### config.mk
export PLATFORM = sky130hd
export DESIGN_NAME = preamble_seq
export DESIGN_NICKNAME = d
export VERILOG_FILES = /design/src/rtl/preamble_seq.sv
export SDC_FILE = /design/constraint.sdc
export NUM_CORES = 1
export LEC_CHECK = 0
export BUFFER_PORTS_ARGS = -buffer_cell sky130_fd_sc_hd__buf_2
export CELL_PAD_IN_SITES_DETAIL_PLACEMENT = 1
export CELL_PAD_IN_SITES_GLOBAL_PLACEMENT = 1
export CORE_MARGIN = 2
export CORE_UTILIZATION = 37
export DETAILED_ROUTE_END_ITERATION = 8
export GPL_TIMING_DRIVEN = 0
export PLACE_DENSITY_LB_ADDON = 0.1
export SLEW_MARGIN = 5
export SYNTH_ARGS = -nofsm -noshare
export SYNTH_HDL_FRONTEND = slang
export SYNTH_SLANG_ARGS = --single-unit
### constraint.sdc
create_clock -name clk -period 1.34 [get_ports clk]
set_input_delay 0.134 -clock clk [delete_from_list [all_inputs] [get_ports clk]]
set_output_delay 0.134 -clock clk [all_outputs]
set_load 0.01 [all_outputs]
### src/rtl/preamble_seq.sv
module preamble_seq #(
  parameter int SHORT_SEGS = 3,
  parameter int LONG_SEGS  = 24
) (
  input  logic       clk,
  input  logic       rst_n,
  input  logic       start,
  input  logic [1:0] ilv_mode,
  input  logic [2:0] code_a,
  input  logic [2:0] code_b,
  input  logic       sym_ready,
  output logic       sym_valid,
  output logic [2:0] sym_data,
  output logic       done
);
  localparam int CW      = 6;
  localparam int PW      = 4;
  localparam int LAST_POS = 14;

  logic          busy;
  logic [PW-1:0] pos;
  logic [CW-1:0] cnt;
  logic [2:0]    d1_q, d2_q;
  logic          accept, seg_end, run_end;

  assign sym_valid = busy;
  assign accept    = busy & sym_ready;
  assign seg_end   = (pos == PW'(LAST_POS));
  assign run_end   = seg_end && (cnt == '0);

  always_comb begin
    case (pos)
      4'd1, 4'd4, 4'd6: sym_data = 3'd1;
      4'd2, 4'd5:       sym_data = 3'd3;
      4'd7:             sym_data = 3'd2;
      4'd9:             sym_data = d1_q;
      4'd10:            sym_data = d2_q;
      4'd11:            sym_data = {1'b1, cnt[5:4]};
      4'd12:            sym_data = {1'b1, cnt[3:2]};
      4'd13:            sym_data = {1'b1, cnt[1:0]};
      default:          sym_data = 3'd0;
    endcase
  end

  always_ff @(posedge clk or negedge rst_n) begin
    if (!rst_n) begin
      busy <= 1'b0;
      done <= 1'b0;
      pos  <= '0;
      cnt  <= '0;
      d1_q <= '0;
      d2_q <= '0;
    end else if (!busy) begin
      if (start) begin
        busy <= 1'b1;
        done <= 1'b0;
        pos  <= '0;
        cnt  <= ilv_mode[1] ? CW'(LONG_SEGS - 1) : CW'(SHORT_SEGS - 1);
        d1_q <= code_a;
        d2_q <= code_b;
      end
    end else if (accept) begin
      if (run_end) begin
        busy <= 1'b0;
        done <= 1'b1;
        pos  <= '0;
      end else if (seg_end) begin
        pos <= '0;
        cnt <= cnt - 1'b1;
      end else begin
        pos <= pos + 1'b1;
      end
    end
  end
endmodule


=== After elaboration in Yosys (flattened, before gate mapping) ===
Index checks and enable logic that the tools add are counted.

* Flip-flop bits (word level): 18
* Output and inout bits: 5
* Word-level logic and storage cells: 55

* Bitwise logic cells: 2
* Reduce and logical (&&, ||, !) cells: 9
* Equality and inequality tests: 16
* $add $sub $neg: 2
* Muxes and demuxes: 20

{| class="wikitable"
|+ Operators with widths
! cell !! count
|-
| $mux W6 || 5
|-
| $eq A4 B4 Y1 const B || 6
|-
| $pmux W3 S8 || 1
|-
| $mux W4 || 5
|-
| $eq A4 B3 Y1 const B || 4
|-
| $mux W1 || 8
|-
| $logic_not A6 Y1 || 1
|-
| $ne A2 B1 Y1 const B || 3
|-
| $sub A6 B1 Y6 const B || 1
|-
| $mux W5 || 1
|-
| $add A4 B1 Y4 const B || 1
|-
| $eq A4 B1 Y1 const B || 1
|-
| $eq A4 B2 Y1 const B || 1
|-
| $reduce_and A2 Y1 || 2
|-
| $reduce_and A4 Y1 || 1
|-
| $reduce_and A3 Y1 || 1
|-
| $reduce_or A3 Y1 || 1
|-
| $ne A2 B2 Y1 const B || 1
|-
| $reduce_bool A2 Y1 || 1
|-
| $reduce_or A2 Y1 || 1
|-
| $and A1 B1 Y1 || 1
|-
| $logic_and A1 B1 Y1 || 1
|-
| $not A1 Y1 || 1
|}

=== Longest topological paths before layout ===
Gate-level depths: netlist of the first run.

* Depth in word-level cells: 5
* Depth in mapped cells: 6

=== Least setup slack after synthesis of the first run ===
OpenSTA, ideal clock, no wires.

* Path type: register to register
* Start: register cnt[0]
* End: register cnt[5]
* Stages on the path, launching flop included: 7
* Library setup time: 0.104 ns
* Arrival: 1.368 ns
* Required time: 1.236 ns
* Setup slack: -0.132 ns
* Path through: dfrtp_1 > inv_1 > ha_1 > and3b_4 > a211oi_4 > nand3_2 > o41ai_2

* Word-level cells in the longest chain between the ends: 5
* Elaborated cells on any way between the ends: 9
* Those cells by class: add/sub: 1; eq/ne: 1; mux: 4; reduce/logical: 3

{| class="wikitable"
|+ Ends and longest elaborated chain
! element !! line !! text
|-
| from (decl) || 22 || <nowiki>logic [CW-1:0] cnt;</nowiki>
|-
| from (signal assigned) || 58 || <nowiki>cnt <= ilv_mode[1] ? CW'(LONG_SEGS - 1) : CW'(SHORT_SEGS - 1);</nowiki>
|-
| from (signal assigned) || 69 || <nowiki>cnt <= cnt - 1'b1;</nowiki>
|-
| $sub A6 B1 Y6 || 69 ||
|-
| $mux W6 || 67 || <nowiki>end else if (seg_end) begin</nowiki>
|-
| $mux W6 || 63 || <nowiki>if (run_end) begin</nowiki>
|-
| $mux W6 || 62 || <nowiki>end else if (accept) begin</nowiki>
|-
| $mux W6 || 53 || <nowiki>end else if (!busy) begin</nowiki>
|}

Parallel ways exist; a longest one is shown, timed or not. The select of a mux whose other input is x is not followed.
A chain may end at the register's enable or synchronous reset.

=== Final worst setup path of the first run ===
* Start: register pos[1]
* End: output port sym_data[0]

* Word-level cells in the longest chain between the ends: 3
* Elaborated cells on any way between the ends: 14
* Those cells by class: eq/ne: 11; mux: 1; reduce/logical: 2

{| class="wikitable"
|+ Ends and longest elaborated chain
! element !! line !! text
|-
| from (decl) || 21 || <nowiki>logic [PW-1:0] pos;</nowiki>
|-
| from (signal assigned) || 71 || <nowiki>pos <= pos + 1'b1;</nowiki>
|-
| $eq A4 B1 Y1 (tied with other cells) || 32 || <nowiki>case (pos)</nowiki>
|-
| $reduce_or A3 Y1 / $reduce_or A2 Y1 (equally long branches) || 32 ||
|-
| $pmux W3 S8 * || 32 ||
|-
| to (decl) || 13 || <nowiki>output logic [2:0] sym_data,</nowiki>
|}

Every way passes the cells marked *; elsewhere a longest branch is shown, timed or not.

==> metrics.txt, run 1 <==
clock buffer depth=2; Hold Crit Class=in2reg; CP max-delay cell=dfrtp_2; post-route cell area=~1700 µm²; layout cells sized above 1=a little over half; die height=58.5 µm; Num CTS Buffers=3; fin crit period=roughly 1.7 ns; Worst Path Required=1.21 ns; post-synthesis cell count=124; post-synth top area cell=dfrtp_1; total gr overflow=0; die area=between 3000 and 4000 µm²; Antenna Nets Post-Route=0; overall power=2840 µW; cell area after synthesis=around 1100 µm²; vias post-DR=between 1,000 and 1,500; Seq. cell area=453 µm²; Final period util=124%; Worst-path clk slew=approximately 0.11 ns; f_max=600 MHz; setup slack after layout=-0.326 ns; Unique masters post-synth=38; initial antenna violation count=0; Port Buffers=15; routed wire length=roughly 3.9 mm; most frequent cells in the layout=nand2_1, buf_4, dfrtp_1; Final Util=approximately 60%; crit-path cells=buf_6 > nor2_2 > o32ai_2 > a21oi_2 > o31ai_1 > buf_2; critical path peak fanout=5; GP Congestion=about 0.74; asr flop ratio synth=100%; CTS root buf=clkbuf_4; Synth Flop Type=dfrtp_1; initial cell density of the core=approximately two fifths; Yosys reg bits=18; average wire per standard cell=just under 20 µm; First-pass DRT Iterations=4; max-capacitance violation count=0; largest net degree at the start of global routing=19; top post-synthesis cells by area=dfrtp_1, nand2_1, o21ai_0, a21oi_1, a31oi_1; # H-tree levels=1; syn nets=137; slew of the pin with the lowest slew margin=between 0.4 and 0.5 ns; Core Footprint=2780 µm²; first-pass GRT wire length=approximately 6.1 mm; initial DRC count=46; total track usage=between 20% and 30%; Die Wd=around 59 µm; syn_area_per_cell=8.87 µm²; Layout Skew=around 0.0046 ns; CP Data Arrival Time=around 1.5 ns; placed instance area=~1200 µm²; number of synthesized flops with an enable pin=0; Worst-Skew Late Latency=a little over 0.3 ns; proportion of netlist area held by the largest area contributor=approximately two fifths; commonest non-fill, non-tap cell in the layout=nand2_1; Largest stage delay, worst path=roughly 0.48 ns; headroom to the max-slew limit=69.9%; CTS tree=built; FP Rows=19; violated checks=setup timing; final hold vios=0; area taken by multi-input logic gates=about 760 µm²; filler cell count=approximately 330; Setup Crit Path Kind=reg2out; unrepaired setup endpoints after global routing=true; CTS sink count=18; sequential share of the synthesized area=41.0%; Worst path top cell family by delay=flip-flops; Nets=180; I/O pins=17; Yosys warnings=0; diode count=0; Worst setup SP type=flop; Power Dens Cells=between 1500 and 2000 nW/µm²; vias in the first global route=1,207; final setup fails=13; Leak Pwr=approximately 0.00076 µW; Vias/cell=roughly 5.8; VDD IR max=0.00143 V; Worst setup EP type=output port; DP Wirelength=2.16 mm; DRC=0; P&R area growth vs syn=52.0%; status=finished, violations left; Buf+Inv Stages, Crit Path=2; max-slew violations=0
state kept, by name, summed over array words and instances, names as in the netlist:
| register | cells |
|---|---|
| cnt | 6 |
| d1_q | 3 |
| d2_q | 3 |
| done | 1 |
| pos | 4 |
| sym_valid | 1 |
synthesized netlist by cell type (all sizes together) (3+ instances only):
cell type,instances
nand3,4
nor2b,5
a31oi,5
a21oi,7
nor3,3
buf,4
nor2,7
nand2,21
a211oi,3
inv,6
o21ai,12
dfrtp,18
clkbuf,4
stage by stage:
| stage | cells | hold slack (ns) | setup TNS [ns] | setup WS [ns] |
|---|---|---|---|---|
| detailed placement | 170 | 0.104 | -2.11 | -0.277 |
| CTS | 192 | 0.0139 | -2.07 | -0.300 |
| finish | 196 | 0.00854 | -2.63 | -0.326 |
| global route | 196 | 0.0304 | -3.42 | -0.397 |
| global placement | 170 | 0.103 | -1.73 | -0.259 |
| floorplan | 124 | -0.162 | -0.336 | -0.105 |
layer usage:
layer	vias to the layer above	wire length, µm	GRT usage [%]	part of all wire [%]
li1	529	-	-	-
met1	570	1680	31.3	43
met2	33	1960	40.0	51
met3	9	121	2.64	3.1
met4	0	110	11.6	2.8
met5	-	0	0	0
tightest hold or removal path, cell delays in order:
cell and delay, ns:
buf_2 0.07, nand2_1 0.04, nand2_1 0.05
final timing paths:
| kind | from | end | slack (ns) | cells past startpoint |
|---|---|---|---|---|
| setup / recovery | pos[1]$_DFFE_PN0P_ | sym_data[0] | -0.33 | 6 |
| hold / removal | code_b[0] | d2_q[0]$_DFFE_PN0P_ | 0.009 | 3 |
| setup reg to reg | cnt[1]$_DFFE_PN0P_ | cnt[5]$_DFFE_PN0P_ | -0.30 | 6 |
| hold reg to reg | d1_q[0]$_DFFE_PN0P_ | d1_q[0]$_DFFE_PN0P_ | 0.48 | 2 |
| max in group asynchronous | rst_n | sym_valid$_DFF_PN0_ | 0.71 | 2 |
| min in group asynchronous | rst_n | pos[3]$_DFFE_PN0P_ | 0.29 | 2 |
logic make-up after synthesis:
| family | count (synthesis) | synth area share [%] |
|---|---|---|
| compound gates | 38 | 23.9 |
| fa+ha+maj | 1 | 1.14 |
| buf+inv | 14 | 6.26 |
| flops | 18 | 41.0 |
| mux | 3 | 2.84 |
| simple gates | 50 | 24.9 |
report_power, final:
part / leakage, µW / switching [µW] / internal [µW]
Combinational: 0.000526 / 889 / 902
Sequential: 0.000217 / 102 / 653
Clock: 0.0000138 / 190 / 105
Total: 0.000756 / 1180 / 1660
repair_timing:
action / 4_1_cts / 5_1_grt
gates resized for setup: 45 / 23
endpoints found under the hold margin: 18 / 0
buffers inserted: 18 / 4
cloned: 1 / 0
endpoints found under the setup margin: 14 / 15
hold buffers: 1 / 0
pin swaps: 14 / 8
area by class of cell:
type                       instances  area share, %
buffer                             7           4.72
clock buffer                       3           1.35
inverter                           6           1.50
multi-input combinational         92           45.6
sequential                        18           27.1
tap                               31           2.32
timing repair buffer              39           17.4
Note: power is estimated with default switching activity, not from simulation.
==> inputs of run 2 (changes only) <==
--- a/config.mk
+++ b/config.mk
@@ -13,6 +13,7 @@
 export DETAILED_ROUTE_END_ITERATION = 8
 export GPL_TIMING_DRIVEN = 0
 export PLACE_DENSITY_LB_ADDON = 0.1
+export SKIP_LAST_GASP = 1
 export SLEW_MARGIN = 5
 export SYNTH_ARGS = -nofsm -noshare
 export SYNTH_HDL_FRONTEND = slang
==> run 2 against run 1 <==
The flow still finishes with violations (setup timing). Core utilization fell by 0.54 points. First-iteration DRC count is 24% lower. Total power decreased by 1.2%. Clock power decreased by 2%.
==> metrics.txt, run 2 (synthesized netlist as in run 1, its figures left out) <==
Vias/cell=5.89; # H-tree levels=1; initial cell density of the core=roughly 40%; GP Congestion=~0.74; max-slew violations=0; max-capacitance violation count=0; initial antenna violation count=0; final hold vios=0; status=finished, violations left; f_max=approximately 600 MHz; post-route cell area=between 1500 and 2000 µm²; Num CTS Buffers=3; average wire per standard cell=approximately 19 µm; Worst setup SP type=flop; Worst Path Required=about 1.2 ns; Layout Skew=about 0.0039 ns; headroom to the max-slew limit=69.9%; VDD IR max=0.00133 V; P&R area growth vs syn=50.6%; Switching Power=between 1000 and 1500 µW; Worst-Skew Late Latency=0.30 ns; CTS root buf=clkbuf_4; max reg flops=6; largest net degree at the start of global routing=19; setup slack after layout=-0.325 ns; CP Data Arrival Time=~1.5 ns; Setup TNS=-2.66 ns; overall power=between 2000 and 3000 µW; total gr overflow=0; final setup fails=13; Core Footprint=2780 µm²; Sw Share=between 40% and 50%; First-pass DRT Iterations=4; Power Dens Cells=1690 nW/µm²; FP Rows=19; I/O pins=17; fin crit period=between 1.5 and 2 ns; Setup Crit Path Kind=reg2out; Power Internal=1650 µW; Nets=180; Leak Pwr=around 0.00075 µW; die height=~59 µm; Gate power share=~63%; first-pass GRT wire length=roughly 6.1 mm; Hold Crit Class=in2reg; placed instance area=~1200 µm²; top flop regs=cnt: 6 flops, pos: 4 flops; diode count=0; Worst-path clk slew=between 0.1 and 0.15 ns; routed wire length=roughly 3.8 mm; vias post-DR=roughly 1,200; DP Wirelength=roughly 2.2 mm; DRC=0; violated checks=setup timing; critical path peak fanout=10; clock share of power=a little over a tenth; Final period util=124%; CTS tree=built; clock buffer depth=2; layout cells sized above 1=between 50% and 60%; unrepaired setup endpoints after global routing=true; Die Wd=approximately 59 µm; Antenna Nets Post-Route=0; Reg with most FFs=cnt; Final Util=slightly below 60%; Worst setup EP type=output port; vias in the first global route=about 1,200; most frequent cells in the layout=nand2_1, buf_4, dfrtp_1; initial DRC count=35; commonest non-fill, non-tap cell in the layout=nand2_1; die area=3420 µm²; CTS sink count=18; slew of the pin with the lowest slew margin=0.451 ns; sequential power share=about 27%; total track usage=between 20% and 30%; Port Buffers=15
run 2: cell counts in the layout (fill, tap and decap cells not counted):
No cell type changed its count.
run 2: worst paths after layout:
| check | start | endpoint | slack (ns) | cells after the start |
|---|---|---|---|---|
| setup / recovery | pos[3]$_DFFE_PN0P_ | sym_data[0] | -0.32 | 6 |
| hold / removal | code_b[0] | d2_q[0]$_DFFE_PN0P_ | 0.01 | 3 |
| setup reg to reg | cnt[1]$_DFFE_PN0P_ | cnt[5]$_DFFE_PN0P_ | -0.29 | 6 |
| hold reg to reg | d1_q[0]$_DFFE_PN0P_ | d1_q[0]$_DFFE_PN0P_ | 0.48 | 2 |
| max in group asynchronous | rst_n | pos[1]$_DFFE_PN0P_ | 0.71 | 2 |
| min in group asynchronous | rst_n | cnt[3]$_DFFE_PN0P_ | 0.29 | 2 |
run 2: metrics by stage:
step / instances / setup slack, ns / hold slack, ns
6_report: 196 / -0.325 / 0.0148
5_1_grt: 196 / -0.409 / 0.0304
4_1_cts: 192 / -0.300 / 0.0139
3_5_place_dp: 170 / -0.277 / 0.104
3_3_place_gp: 170 / -0.259 / 0.103
2_1_floorplan: 124 / -0.105 / -0.162
run 2: final cells by class:
type,count,area (µm²)
clock buffer,3,22.5
timing repair buffer,39,292
tap,31,38.8
multi-input combinational,92,747
fill,329,1120
buffer,7,78.8
sequential,18,453
inverter,6,25.0
run 2: power groups by stage:
stage | Sequential (µW) | Combinational, µW | Clock [µW]
6_report | 755 | 1760 | 290
5_1_grt | 768 | 1880 | 313
4_1_cts | 739 | 1490 | 293
3_5_place_dp | 776 | 878 | 0
3_3_place_gp | 772 | 850 | 0
2_1_floorplan | 747 | 653 | 0
run 2: critical path, stage by stage (launching register included):
cell,delay (ns)
dfrtp_1,0.36
clkbuf_4,0.23
nor2_1,0.07
a31o_2,0.22
a21oi_2,0.12
o31ai_1,0.08
buf_2,0.14
run 2: routing by layer:
metal / share of wire [%] / up-vias / GRT usage, % / wire [µm]
li1: - / 531 / - / -
met1: 44 / 589 / 31.3 / 1660
met2: 52 / 29 / 40.0 / 1970
met3: 3.2 / 6 / 2.64 / 124
met4: 1.6 / 0 / 11.6 / 62
met5: 0 / - / 0 / 0
run 2: repair_timing:
action | in CTS | in global routing
gates resized for setup | 45 | 19
setup endpoints to repair | 14 | 15
pin swaps | 14 | 8
cloned | 1 | 0
hold endpoints to repair | 18 | 0
hold buffers | 1 | 0
setup buffers | 18 | 4
==> inputs of run 3 (changes only) <==
--- a/config.mk
+++ b/config.mk
@@ -9,7 +9,7 @@
 export CELL_PAD_IN_SITES_DETAIL_PLACEMENT = 1
 export CELL_PAD_IN_SITES_GLOBAL_PLACEMENT = 1
 export CORE_MARGIN = 2
-export CORE_UTILIZATION = 37
+export CORE_UTILIZATION = 30
 export DETAILED_ROUTE_END_ITERATION = 8
 export GPL_TIMING_DRIVEN = 0
 export PLACE_DENSITY_LB_ADDON = 0.1
==> run 3 against run 2 <==
The run still ends with setup timing left. Fmax fell by 5.4%. Worst hold slack got worse by 0.0087 ns. Critical endpoint is now sym_data[1]. First-iteration DRC count decreased by 23%.
==> metrics.txt, run 3 (synthesized netlist as in run 1, its figures left out) <==
CP max-delay cell=dfrtp_2; Sw Share=40.1%; placed instance area=between 1000 and 1500 µm²; GP Congestion=0.724; post-route cell area=1600 µm²; average wire per standard cell=around 17 µm; Die Wd=64.5 µm; Core Footprint=about 3400 µm²; FP Rows=21; slew of the pin with the lowest slew margin=a little over 0.4 ns; Reg with most FFs=cnt; max-slew violations=0; crit-path cells=buf_6 > inv_2 > a211oi_1 > a311oi_1 > a21oi_1 > buf_2; max reg flops=6; DP Wirelength=2.17 mm; Port Buffers=15; P&R area growth vs syn=45.2%; Leak Pwr=a little over 0.0007 µW; Worst Hold Path EP=d2_q[0]$_DFFE_PN0P_; post-route insts no fill=~210; critical path peak fanout=6; r2r startpoint=cnt[1]$_DFFE_PN0P_; clock share of power=between 10% and 20%; R2R Setup Slk=-0.28 ns; VDD IR max=0.000502 V; Hold Crit Class=in2reg; die height=between 60 and 70 µm; Layout Skew=around 0.010 ns; RR Endpoint=cnt[5]$_DFFE_PN0P_; status=finished, violations left; Antenna Nets Post-Route=0; vias in the first global route=1,098; Hold Slack=just over 0.006 ns; DRC=0; Nets=174; die area=between 4000 and 5000 µm²; Setup Crit Path Kind=reg2out; Setup TNS=-2.43 ns; commonest non-fill, non-tap cell in the layout=nand2_1; CTS sink count=18; Worst-Skew Late Latency=about 0.33 ns; total track usage=~17%; first-pass GRT wire length=roughly 5.5 mm; headroom to the max-slew limit=approximately 70%; final hold vios=0; layout cells sized above 1=between 40% and 50%; largest net degree at the start of global routing=19; DP Cell Count=about 190; vias post-DR=1,078; I/O pins=17; Vias/cell=approximately 5.2; top flop regs=cnt: 6 flops, pos: 4 flops; Hold Crit Start=code_b[0]; Final period util=131%; Switching Power=between 1000 and 1500 µW; final setup fails=11; initial antenna violation count=0; # H-tree levels=1; CTS tree=built; CP Data Arrival Time=around 1.6 ns; WHS Path Cells=3; filler cell count=between 400 and 500; f_max=568 MHz; Power Dens Cells=~1600 nW/µm²; First-pass DRT Iterations=4; Worst Reg-to-Reg Cells=6; CTS root buf=clkbuf_4; initial cell density of the core=approximately a third; Worst setup SP type=flop; diode count=0; total gr overflow=0; max-capacitance violation count=0; Num CTS Buffers=3; fin crit period=about 1.8 ns; routed wire length=around 3.5 mm; most frequent cells in the layout=nand2_1, buf_2, dfrtp_1; Worst Path Required=around 1.2 ns; setup slack after layout=-0.420 ns; initial DRC count=27; sequential power share=just under 30%; Power Internal=1520 µW; Worst-path clk slew=approximately 0.11 ns; unrepaired setup endpoints after global routing=true; Worst setup EP type=output port; Largest stage delay, worst path=around 0.47 ns; Gate power share=a little under three fifths; clock buffer depth=2; violated checks=setup timing
==> run 3: per-stage QoR <==
stage / setup WS (ns) / power [µW] / util [%]
floorplan: -0.105 / 1400 / -
global placement: -0.276 / 1640 / 36.4
detailed placement: -0.360 / 1670 / 36.4
CTS: -0.338 / 2370 / 43.2
global route: -0.497 / 2740 / 46.7
finish: -0.420 / 2540 / 46.7
==> run 3: power by group through the flow <==
stage               logic [µW]  registers (µW)  clock network [µW]
floorplan                  653             747                   0
global placement           866             774                   0
detailed placement         888             783                   0
CTS                       1230             761                 379
global route              1550             772                 419
finish                    1410             752                 374
==> run 3: timing repair <==
item,in CTS,in global routing
pin swaps,10,7
hold endpoints to repair,21,0
buffers inserted,8,5
hold buffers,4,0
cloned,1,0
setup endpoints to repair,20,15
gates resized for setup,30,19
==> run 3: layer usage <==
metal	routed length, µm	share of wire, %	vias to the layer above	track usage [%]
met5	0	0	-	0
met4	55	1.6	0	5.59
met3	68	2.0	5	2.60
met2	1740	50	12	28.8
met1	1620	47	541	22.9
li1	-	-	520	-
==> run 3: final cells by class <==
class	instances	area (µm²)	share of cell area, %
multi-input cells	92	722	45.2
flip-flops and latches	18	454	28.4
repair buffers	33	236	14.8
plain buffers	7	67.6	4.23
well taps	46	57.6	3.61
clock buffers	4	36.3	2.27
inverters	6	22.5	1.41
==> run 3: how the worst max path moves through the flow <==
stage / end / startpoint
floorplan: cnt[5]$_DFFE_PN0P_ / cnt[0]$_DFFE_PN0P_
global placement: cnt[2]$_DFFE_PN0P_ / cnt[1]$_DFFE_PN0P_
detailed placement: cnt[5]$_DFFE_PN0P_ / sym_valid$_DFF_PN0_
CTS: sym_data[1] / pos[1]$_DFFE_PN0P_
global route: sym_data[1] / pos[1]$_DFFE_PN0P_
finish: sym_data[1] / pos[1]$_DFFE_PN0P_
==> run 3: critical path: cells and delay by family, from the launching register on <==
| family | cells | cell delay (ns) |
|---|---|---|
| buf+inv | 3 | 0.38 |
| compound gates | 3 | 0.46 |
| flops | 1 | 0.47 |
